$ cat src/rtl/vsf_pkg.sv
package vsf_pkg;
   localparam int NTSC_LINES = 525;
   localparam int PAL_LINES  = 625;
   localparam int NTSC_TOG0  = 4;
   localparam int NTSC_TOG1  = 266;
   localparam int PAL_TOG0   = 1;
   localparam int PAL_TOG1   = 313;
   localparam int NTSC_HALF  = 262;
   localparam int PAL_HALF   = 312;

   typedef struct packed {
      logic       pal;
      logic       sqp;
      logic [1:0] beg_ls;
      logic [1:0] end_ls;
      logic       ref_hsb;
      logic       vs_low;
      logic       sh_vs;
   } vsf_cfg_t;
endpackage

$ cat src/rtl/vsf_line_timer.sv
module vsf_line_timer import vsf_pkg::*; #(
   parameter int HW            = 10,
   parameter int LW            = 10,
   parameter int H_TOT_NTSC    = 858,
   parameter int H_TOT_NTSC_SQ = 780,
   parameter int H_TOT_PAL     = 864,
   parameter int H_TOT_PAL_SQ  = 944
) (
   input  logic          clk,
   input  logic          rst_n,
   input  logic          pal,
   input  logic          sqp,
   output logic [HW-1:0] h,
   output logic [LW-1:0] line
);
   logic [HW-1:0] h_last;
   logic [LW-1:0] l_last;

   always_comb begin
      unique case ({pal, sqp})
         2'b00:   h_last = HW'(H_TOT_NTSC - 1);
         2'b01:   h_last = HW'(H_TOT_NTSC_SQ - 1);
         2'b10:   h_last = HW'(H_TOT_PAL - 1);
         default: h_last = HW'(H_TOT_PAL_SQ - 1);
      endcase
      l_last = pal ? LW'(PAL_LINES) : LW'(NTSC_LINES);
   end

   always_ff @(posedge clk) begin
      if (!rst_n) begin
         h    <= '0;
         line <= LW'(1);
      end else if (h == h_last) begin
         h    <= '0;
         line <= (line == l_last) ? LW'(1) : line + LW'(1);
      end else begin
         h <= h + HW'(1);
      end
   end
endmodule

$ cat src/rtl/vsf_edge_sched.sv
module vsf_edge_sched import vsf_pkg::*; #(
   parameter int HW            = 10,
   parameter int LW            = 10,
   parameter int HS_W          = 64,
   parameter int H_ACT_NTSC    = 720,
   parameter int H_ACT_NTSC_SQ = 640,
   parameter int H_ACT_PAL     = 720,
   parameter int H_ACT_PAL_SQ  = 768
) (
   input  logic [HW-1:0] h,
   input  logic [LW-1:0] line,
   input  vsf_cfg_t      cfg,
   input  logic [LW-1:0] beg_line,
   input  logic [LW-1:0] end_line,
   output logic          ev_beg,
   output logic          ev_end,
   output logic          raw_field,
   output logic          at_bnd
);
   logic [HW-1:0] act_half, ref_pos, mid_pos;
   logic [LW:0]   half, lines;
   logic [1:0]    hit_b, hit_e;

   always_comb begin
      unique case ({cfg.pal, cfg.sqp})
         2'b00:   act_half = HW'(H_ACT_NTSC / 2);
         2'b01:   act_half = HW'(H_ACT_NTSC_SQ / 2);
         2'b10:   act_half = HW'(H_ACT_PAL / 2);
         default: act_half = HW'(H_ACT_PAL_SQ / 2);
      endcase
      ref_pos = cfg.ref_hsb ? '0 : HW'(HS_W);
      mid_pos = ref_pos + act_half;
      half    = cfg.pal ? (LW+1)'(PAL_HALF)  : (LW+1)'(NTSC_HALF);
      lines   = cfg.pal ? (LW+1)'(PAL_LINES) : (LW+1)'(NTSC_LINES);
   end

   // one edge detector per field: f = 0 first field, f = 1 second field
   for (genvar f = 0; f < 2; f++) begin : g_fld
      logic [LW:0]   b_sum, e_sum;
      logic [LW-1:0] b_ln, e_ln;
      logic [HW-1:0] b_pos, e_pos;
      always_comb begin
         b_sum = {1'b0, beg_line} + ((f == 1) ? half : '0);
         e_sum = {1'b0, end_line} + ((f == 1) ? half : '0);
         b_ln  = (b_sum > lines) ? LW'(b_sum - lines) : LW'(b_sum);
         e_ln  = (e_sum > lines) ? LW'(e_sum - lines) : LW'(e_sum);
         b_pos = cfg.beg_ls[f] ? ref_pos : mid_pos;
         e_pos = cfg.end_ls[f] ? ref_pos : mid_pos;
      end
      assign hit_b[f] = (line == b_ln) && (h == b_pos);
      assign hit_e[f] = (line == e_ln) && (h == e_pos);
   end

   assign ev_beg = |hit_b;
   assign ev_end = |hit_e;

   always_comb begin
      if (cfg.pal) begin
         raw_field = ({1'b0, line} >= (LW+1)'(PAL_TOG1));
         at_bnd    = (h == '0) && ((line == LW'(PAL_TOG0)) || (line == LW'(PAL_TOG1)));
      end else begin
         raw_field = !(({1'b0, line} >= (LW+1)'(NTSC_TOG0)) &&
                       ({1'b0, line} <  (LW+1)'(NTSC_TOG1)));
         at_bnd    = (h == '0) && ((line == LW'(NTSC_TOG0)) || (line == LW'(NTSC_TOG1)));
      end
   end
endmodule

$ cat src/rtl/vsf_gen.sv
module vsf_gen import vsf_pkg::*; #(
   parameter int LW            = 10,
   parameter int HS_W          = 64,
   parameter int H_TOT_NTSC    = 858,
   parameter int H_ACT_NTSC    = 720,
   parameter int H_TOT_NTSC_SQ = 780,
   parameter int H_ACT_NTSC_SQ = 640,
   parameter int H_TOT_PAL     = 864,
   parameter int H_ACT_PAL     = 720,
   parameter int H_TOT_PAL_SQ  = 944,
   parameter int H_ACT_PAL_SQ  = 768
) (
   input  logic          clk,
   input  logic          rst_n,
   input  logic          std_pal_i,
   input  logic          sq_pix_i,
   input  logic [1:0]    vs_beg_ls_i,
   input  logic [1:0]    vs_end_ls_i,
   input  logic          ref_hsb_i,
   input  logic          vs_act_low_i,
   input  logic          shared_vs_i,
   input  logic [LW-1:0] ntsc_vs_beg_i,
   input  logic [LW-1:0] ntsc_vs_end_i,
   input  logic [LW-1:0] pal_vs_beg_i,
   input  logic [LW-1:0] pal_vs_end_i,
   output logic          hs_n_o,
   output logic          vs_o,
   output logic          field_o,
   output logic          shared_o
);
   localparam int H_MAX_A = (H_TOT_NTSC > H_TOT_NTSC_SQ) ? H_TOT_NTSC : H_TOT_NTSC_SQ;
   localparam int H_MAX_B = (H_TOT_PAL  > H_TOT_PAL_SQ)  ? H_TOT_PAL  : H_TOT_PAL_SQ;
   localparam int H_MAX   = (H_MAX_A > H_MAX_B) ? H_MAX_A : H_MAX_B;
   localparam int HW      = $clog2(H_MAX);

   if ((1 << LW) <= PAL_LINES) begin : g_bad_lw
      $error("LW too narrow for line numbers");
   end
   if ((HS_W + H_ACT_NTSC / 2 >= H_TOT_NTSC) || (HS_W + H_ACT_NTSC_SQ / 2 >= H_TOT_NTSC_SQ) ||
       (HS_W + H_ACT_PAL / 2 >= H_TOT_PAL)   || (HS_W + H_ACT_PAL_SQ / 2 >= H_TOT_PAL_SQ)) begin : g_bad_h
      $error("mid-line point falls outside the line");
   end

   vsf_cfg_t      cfg_in, cfg_q;
   logic [LW-1:0] beg_q, end_q;
   logic [HW-1:0] h;
   logic [LW-1:0] line;
   logic          ev_beg, ev_end, raw_field, at_bnd;
   logic          vs_state, vs_nxt, vs_pin, fld_pin, valid;
   logic [1:0]    seen, seen_nxt;

   assign cfg_in = '{pal: std_pal_i, sqp: sq_pix_i, beg_ls: vs_beg_ls_i, end_ls: vs_end_ls_i,
                     ref_hsb: ref_hsb_i, vs_low: vs_act_low_i, sh_vs: shared_vs_i};

   vsf_line_timer #(
      .HW(HW), .LW(LW), .H_TOT_NTSC(H_TOT_NTSC), .H_TOT_NTSC_SQ(H_TOT_NTSC_SQ),
      .H_TOT_PAL(H_TOT_PAL), .H_TOT_PAL_SQ(H_TOT_PAL_SQ)
   ) u_timer (
      .clk(clk), .rst_n(rst_n), .pal(cfg_q.pal), .sqp(cfg_q.sqp), .h(h), .line(line)
   );

   vsf_edge_sched #(
      .HW(HW), .LW(LW), .HS_W(HS_W), .H_ACT_NTSC(H_ACT_NTSC), .H_ACT_NTSC_SQ(H_ACT_NTSC_SQ),
      .H_ACT_PAL(H_ACT_PAL), .H_ACT_PAL_SQ(H_ACT_PAL_SQ)
   ) u_sched (
      .h(h), .line(line), .cfg(cfg_q), .beg_line(beg_q), .end_line(end_q),
      .ev_beg(ev_beg), .ev_end(ev_end), .raw_field(raw_field), .at_bnd(at_bnd)
   );

   always_comb begin
      vs_nxt   = ev_beg ? 1'b1 : (ev_end ? 1'b0 : vs_state);
      seen_nxt = (at_bnd && seen != 2'd2) ? seen + 2'd1 : seen;
      vs_pin   = vs_nxt ^ cfg_q.vs_low;
      fld_pin  = valid & raw_field;
   end

   always_ff @(posedge clk) begin
      if (!rst_n) begin
         cfg_q    <= cfg_in;
         beg_q    <= std_pal_i ? pal_vs_beg_i : ntsc_vs_beg_i;
         end_q    <= std_pal_i ? pal_vs_end_i : ntsc_vs_end_i;
         vs_state <= 1'b0;
         seen     <= '0;
         valid    <= 1'b0;
         hs_n_o   <= 1'b1;
         vs_o     <= vs_act_low_i;
         field_o  <= 1'b0;
         shared_o <= shared_vs_i & vs_act_low_i;
      end else begin
         if (at_bnd) begin
            cfg_q <= cfg_in;
            beg_q <= std_pal_i ? pal_vs_beg_i : ntsc_vs_beg_i;
            end_q <= std_pal_i ? pal_vs_end_i : ntsc_vs_end_i;
         end
         vs_state <= vs_nxt;
         seen     <= seen_nxt;
         valid    <= (seen_nxt == 2'd2);
         hs_n_o   <= (h >= HW'(HS_W));
         vs_o     <= vs_pin;
         field_o  <= fld_pin;
         shared_o <= cfg_q.sh_vs ? vs_pin : fld_pin;
      end
   end
endmodule

$ cat config.mk
export PLATFORM = sky130hd
export DESIGN_NAME = vsf_gen
export DESIGN_NICKNAME = d
export VERILOG_FILES = /design/src/rtl/vsf_pkg.sv /design/src/rtl/vsf_line_timer.sv /design/src/rtl/vsf_edge_sched.sv /design/src/rtl/vsf_gen.sv
export SDC_FILE = /design/constraint.sdc
export NUM_CORES = 1
export LEC_CHECK = 0
export ABC_AREA = 1
export BUFFER_PORTS_ARGS = -buffer_cell sky130_fd_sc_hd__buf_2
export CORE_AREA = 2 2 130 132
export CTS_BUF_LIST = sky130_fd_sc_hd__clkbuf_8
export DETAILED_ROUTE_END_ITERATION = 7
export DIE_AREA = 0 0 132 134
export GPL_ROUTABILITY_DRIVEN = 1
export SLEW_MARGIN = 20
export SYNTH_ARGS = -nofsm -noshare
export SYNTH_HDL_FRONTEND = slang
export SYNTH_SLANG_ARGS = --single-unit
$ cat constraint.sdc
create_clock -name clk -period 6.19 [get_ports clk]
set_input_delay 0.3095 -clock clk [delete_from_list [all_inputs] [get_ports clk]]
set_output_delay 0.3095 -clock clk [all_outputs]
set_load 0.01 [all_outputs]
Yosys cells after proc, flatten, opt, wreduce, memory -nomap -nowiden
Cells that the tools add are included.
{ "totals": {"ff_bits": 57, "output_inout_bits": 4} }
{ "classes": {"n_addsub": 10, "n_lt_le_gt_ge": 8, "eq_ne": 19, "mux": 31, "bitwise": 4, "reduce_logical": 17} }
{ "op_table": {"columns": ["op", "n"], "rows": [
  ["2-to-1 mux 10 bit", 15],
  ["equality test 10 bit", 10],
  ["subtractor 10 bit", 4],
  ["case mux 8 bit (3 select lines)", 1],
  ["adder 10 x 9 -> 11 bit", 2],
  ["> comparator 10 x 11 -> 1 bit", 2],
  ["> comparator 11 x 10 -> 1 bit", 2],
  ["2-to-1 mux 7 bit", 3],
  ["adder 10 x 1 -> 10 bit (second input constant)", 2],
  ["equality test 10 x 9 -> 1 bit (second input constant)", 2],
  ["2-to-1 mux 9 bit", 2],
  ["case mux 8 bit (2 select lines)", 1],
  ["adder 10 x 9 -> 10 bit", 1],
  ["equality test 10 x 1 -> 1 bit (second input constant)", 1],
  ["equality test 10 x 3 -> 1 bit (second input constant)", 1],
  [">= comparator 10 x 3 -> 1 bit (second input constant)", 1],
  [">= comparator 10 x 7 -> 1 bit (second input constant)", 1],
  [">= comparator 10 x 9 -> 1 bit (second input constant)", 1],
  ["logical NOT 10 bit", 1],
  ["less-than comparator 10 x 9 -> 1 bit (second input constant)", 1],
  ["logical AND 1 bit", 8],
  ["OR reduction 2 bit", 4],
  ["2-to-1 mux 1 bit", 7],
  ["2-to-1 mux 6 bit", 1],
  ["other kinds (12)", 15]
]} }

Longest topological paths before layout
{ "logic_depth": {"depth_word": 13, "ltp_mapped": 30, "ltp_nobuf": 29} }

Cells and area by module
From an unflattened synthesis, not the netlist that was laid out.
{ "hier_totals": {"cells_unflattened": 963, "area_unflattened_um2": 6408.6} }
{ "modules_own_cells": {"columns": ["module", "n_inst", "cells_each", "area_per_inst_um2", "seq_area_each_um2"], "rows": [
  ["vsf_edge_sched", 1, 663, 3617.2, 0.0],
  ["vsf_gen", 1, 94, 1515.2, 1031.0],
  ["vsf_line_timer", 1, 206, 1276.2, 400.4]
]} }

Worst setup path after synthesis
Ideal clock, no wire load.
{ "synth_path": {"kind": "reg-to-reg", "start": "register cfg_q[8] in the netlist's numbering", "end": "register shared_o", "setup_ps": 113, "arrival_time_ps": 4183, "t_required_ps": 6077, "setup_slack_ps": 1894, "path_stages_with_launch": 30, "synth_period_minus_slack_ps": 4296, "cell_sequence": "edfxtp_1 -> buf_2 -> inv_1 -> ha_1 -> inv_1 -> fa_1 -> inv_1 -> nand2_1 -> nand2_1 -> xor2_1 -> ha_1 -> nand2_1 -> o21ai_0 -> a21oi_2 -> nand3_4 -> nand3_4 -> nand2_4 -> buf_6 -> nand2_2 -> nand3_1 -> nor2_1 -> nand2_1 -> nor2_1 -> nand2_1 -> nand2_2 -> nand3_2 -> nand2_2 -> nand3_1 -> nand2_1 -> nand2_1"} }
{ "synth_between": {"elab_chain_cells": 13} }
{ "synth_rtl": {"columns": ["element", "line_no", "source"], "rows": [
  ["start, declared", "vsf_gen.sv:44", "vsf_cfg_t cfg_in, cfg_q;"],
  ["start signal, assigned", "vsf_gen.sv:79", "cfg_q <= cfg_in;"],
  ["start signal, assigned", "vsf_gen.sv:91", "cfg_q <= cfg_in;"],
  ["parallel branches: the longest is 11 deep, another holds adder 10 x 9 -> 11 bit", null, null],
  ["2-to-1 mux 1 bit *", "vsf_gen.sv:101", "shared_o <= cfg_q.sh_vs ? vs_pin : fld_pin;"],
  ["2-to-1 mux 1 bit *", "vsf_gen.sv:78", "if (!rst_n) begin"],
  ["end signal, assigned", "vsf_gen.sv:88", "shared_o <= shared_vs_i & vs_act_low_i;"],
  ["end signal, assigned", "vsf_gen.sv:101", null],
  ["end, declared", "vsf_gen.sv:29", "output logic shared_o"]
]} }
Every way passes the cells marked *.
A chain may end at the register's enable or synchronous reset.

Worst setup path in the final report
Same ends and word-level chain as after synthesis.

==> reports/qor.csv <==
metric,value,unit
outcome,completed,
die_width,132,um
detailedPlacementHpwl,13.8,mm
routed-via-count,6272,
avgViaCountPerCell,5.11,
synth_warn,0,
final.period_utilization,74.7,%
synth_fp_nets,1061,
num_antenna_cells,0,
max-vdd-ir-drop,0.141,mV
cts.hold.buffers_added,0,
timing.final.setup_violations,0,
drt_iter0_markers,440,
required,6.43,ns
io_pins,55,
reg2regPathDepth,29,
cts_max_level,3,
antenna_found_initial,0,
die_y,134,um
r2r_setup_slack,1.57,ns
critPathArrivalTime,4.87,ns
fin_setup_tns,0,ns
grt_pass1_vias,5983,
clock_tree.buffer_depth,2,
mostFrequentLayoutCells,"sky130_fd_sc_hd__nand2_1, sky130_fd_sc_hd__inv_1, sky130_fd_sc_hd__nand3_1, sky130_fd_sc_hd__nor2_1, sky130_fd_sc_hd__buf_2",
power-per-cell-area,230,nW/um^2
final_cell_count_no_fill,1228,
holdPathStages,1,
antenna_violating_nets_post_route,0,
whs_endpoint,cfg_q[4],
drt_first_pass_iters,5,
final_max_slew_viol_count,0,
cp-end-kind,flip-flop,
critical-path-top-cell-by-count,sky130_fd_sc_hd__nand2_1,
cts-buffers-inserted,9,
timing.rr.end,shared_o,
cts-resized-gates,0,
groute.layer.met1.usage,26.8,%
synth_ff_type,sky130_fd_sc_hd__edfxtp_1,
skew,0.00620,ns
wl_per_cell,14.2,um
worst_min_path_start,vs_end_ls_i[1],
synth.distinct_cells,47,
num-nets-final,1101,
worst_path_largest_cell_delay,0.67,ns
postSynthRegisterBits,57,
global_route.overflow_total,0,
path_max_fanout,21,
path_clk_slew,0.06,ns
leakage_power_of_the_design,3.35,nW
timing.rr.start,cfg_q[8],
post_cts_buffers,0,
mostFrequentLayoutCell,sky130_fd_sc_hd__nand2_1,
start_kind,flip-flop,
postRouteWirelength,17.4,mm
global_route_wire_length_before_repair,29.2,mm
worst_slew_pin_slew,0.895,ns
cap_viol_max_count,0,
yosysSeqAreaShare,22.4,%
ctsRootBufferMaster,sky130_fd_sc_hd__clkbuf_8,
globalRouteMet2Util,35.4,%
number_of_remaining_drc_errors,0,
final_hold_viol_count,0,
syn_inst,963,
criticalPathCategory,reg -> reg,
syn_avg_cell_area,6.63,um^2
synth-async-reset-ratio,0,%
min-delay-path-class,in -> reg,
synth.cell_area,6390,um^2
rsz_0062_raised_after_global_routing,no,
max_freq,0.216,GHz
cp_slowest_cell,sky130_fd_sc_hd__inv_1,
std_cell_core_area,16300,um^2
global_route.usage.total,20.3,%
tritoncts,built,
row_count,47,
clock_insertion_delay_at_the_later_pin_of_the_skew_report,0.34,ns
dieArea,17700,um^2
maxSlewHeadroom,40.3,%
layout-drive-gt1-share,13.1,%
placedCellCount,1212,
pin_count_of_the_biggest_net_entering_global_routing,23,
start_util,39.2,%
port_buffer_cells,54,
grt_use_met3,2.27,%
synth_edf_count,29,
final.min_clock_period,4.62,ns
clock_sink_count,57,
synthToLayoutAreaGrowth,8.73,%
gp_congestion,0.889,
top_usage_layer,met2,
## worst max-delay path, delay by kind of cell (launching register included)
family                   cells  cell delay, ns
XOR/XNOR                     1            0.28
AO/OA/AOI/OAI                2            0.35
adder cells (fa/ha/maj)      3            1.09
AND/OR/NAND/NOR             20            1.60
flip-flops                   1            0.38
buffers and inverters        3            0.84
## logic make-up (layout without fill, tap and decap cells)
kind of cell	after synthesis	count (layout)	synth area share [%]
compound gates	124	124	10.7
xor+xnor	64	64	8.77
fa+ha+maj	47	47	9.44
buf+inv	160	205	10.3
flops	57	57	22.4
mux	20	20	3.53
simple gates	491	491	34.9
## Yosys cell counts, types with 9 or more instances
cell                       instances  area [um^2]
sky130_fd_sc_hd__a21oi_1          43          215
sky130_fd_sc_hd__clkbuf_1         13         48.8
sky130_fd_sc_hd__dfxtp_1          28          561
sky130_fd_sc_hd__edfxtp_1         29          871
sky130_fd_sc_hd__ha_1             45          563
sky130_fd_sc_hd__inv_1           120          450
sky130_fd_sc_hd__inv_2             9         33.8
sky130_fd_sc_hd__mux2_2           20          225
sky130_fd_sc_hd__nand2_1         231          867
sky130_fd_sc_hd__nand2_2          14         87.6
sky130_fd_sc_hd__nand3_1          89          445
sky130_fd_sc_hd__nand4_1          16          100
sky130_fd_sc_hd__nor2_1           80          300
sky130_fd_sc_hd__nor3_1           25          125
sky130_fd_sc_hd__o21ai_0          49          245
sky130_fd_sc_hd__xnor2_1          11         96.3
sky130_fd_sc_hd__xor2_1           53          464
## registers in the layout (all words and copies together), names as in the netlist
signal	flops
beg_q	10
end_q	10
u_timer.h	10
u_timer.line	10
cfg_q	9
seen	2
field_o	1
hs_n_o	1
shared_o	1
valid	1
vs_o	1
vs_state	1
## per-stage QoR
step / cell area [um^2] / setup WS, ns / hold slack (ns) / power (mW) / util, %
floorplan: 6390 / 1.89 / 0.394 / 1.15 / -
global placement: 6790 / 1.71 / 0.462 / 1.32 / 41.7
detailed placement: 6790 / 1.55 / 0.467 / 1.32 / 41.7
CTS: 6950 / 1.58 / 0.122 / 1.60 / 42.6
global route: 6950 / 1.12 / 0.111 / 1.76 / 42.6
finish: 6950 / 1.57 / 0.138 / 1.60 / 42.6
## cell type report
cell class,instances,area (um^2)
repair buffers,56,285
well taps,220,275
inverters,133,499
fillers,1740,9340
clock inverters,7,30.0
multi-input cells,746,4300
flip-flops and latches,57,1430
clock buffers,9,124
## where the power goes
part           internal [mW]  switching (mW)
logic                  0.313           0.539
clock network          0.137           0.146
registers              0.429          0.0353
## per-layer routing
| metal | routed length, um | vias up |
|---|---|---|
| met5 | 0 | - |
| met4 | 263 | 0 |
| met3 | 674 | 22 |
| met2 | 8210 | 132 |
| met1 | 8250 | 2867 |
| li1 | - | 3251 |
## how the worst max path moves through the flow
stage,from,to,slack (ns)
finish,cfg_q[8],shared_o,1.57
global route,cfg_q[8],vs_o,1.12
CTS,cfg_q[8],shared_o,1.58
detailed placement,cfg_q[8],shared_o,1.55
global placement,cfg_q[8],shared_o,1.71
floorplan,cfg_q[8],shared_o,1.89
(Power assumes the default switching activity.)
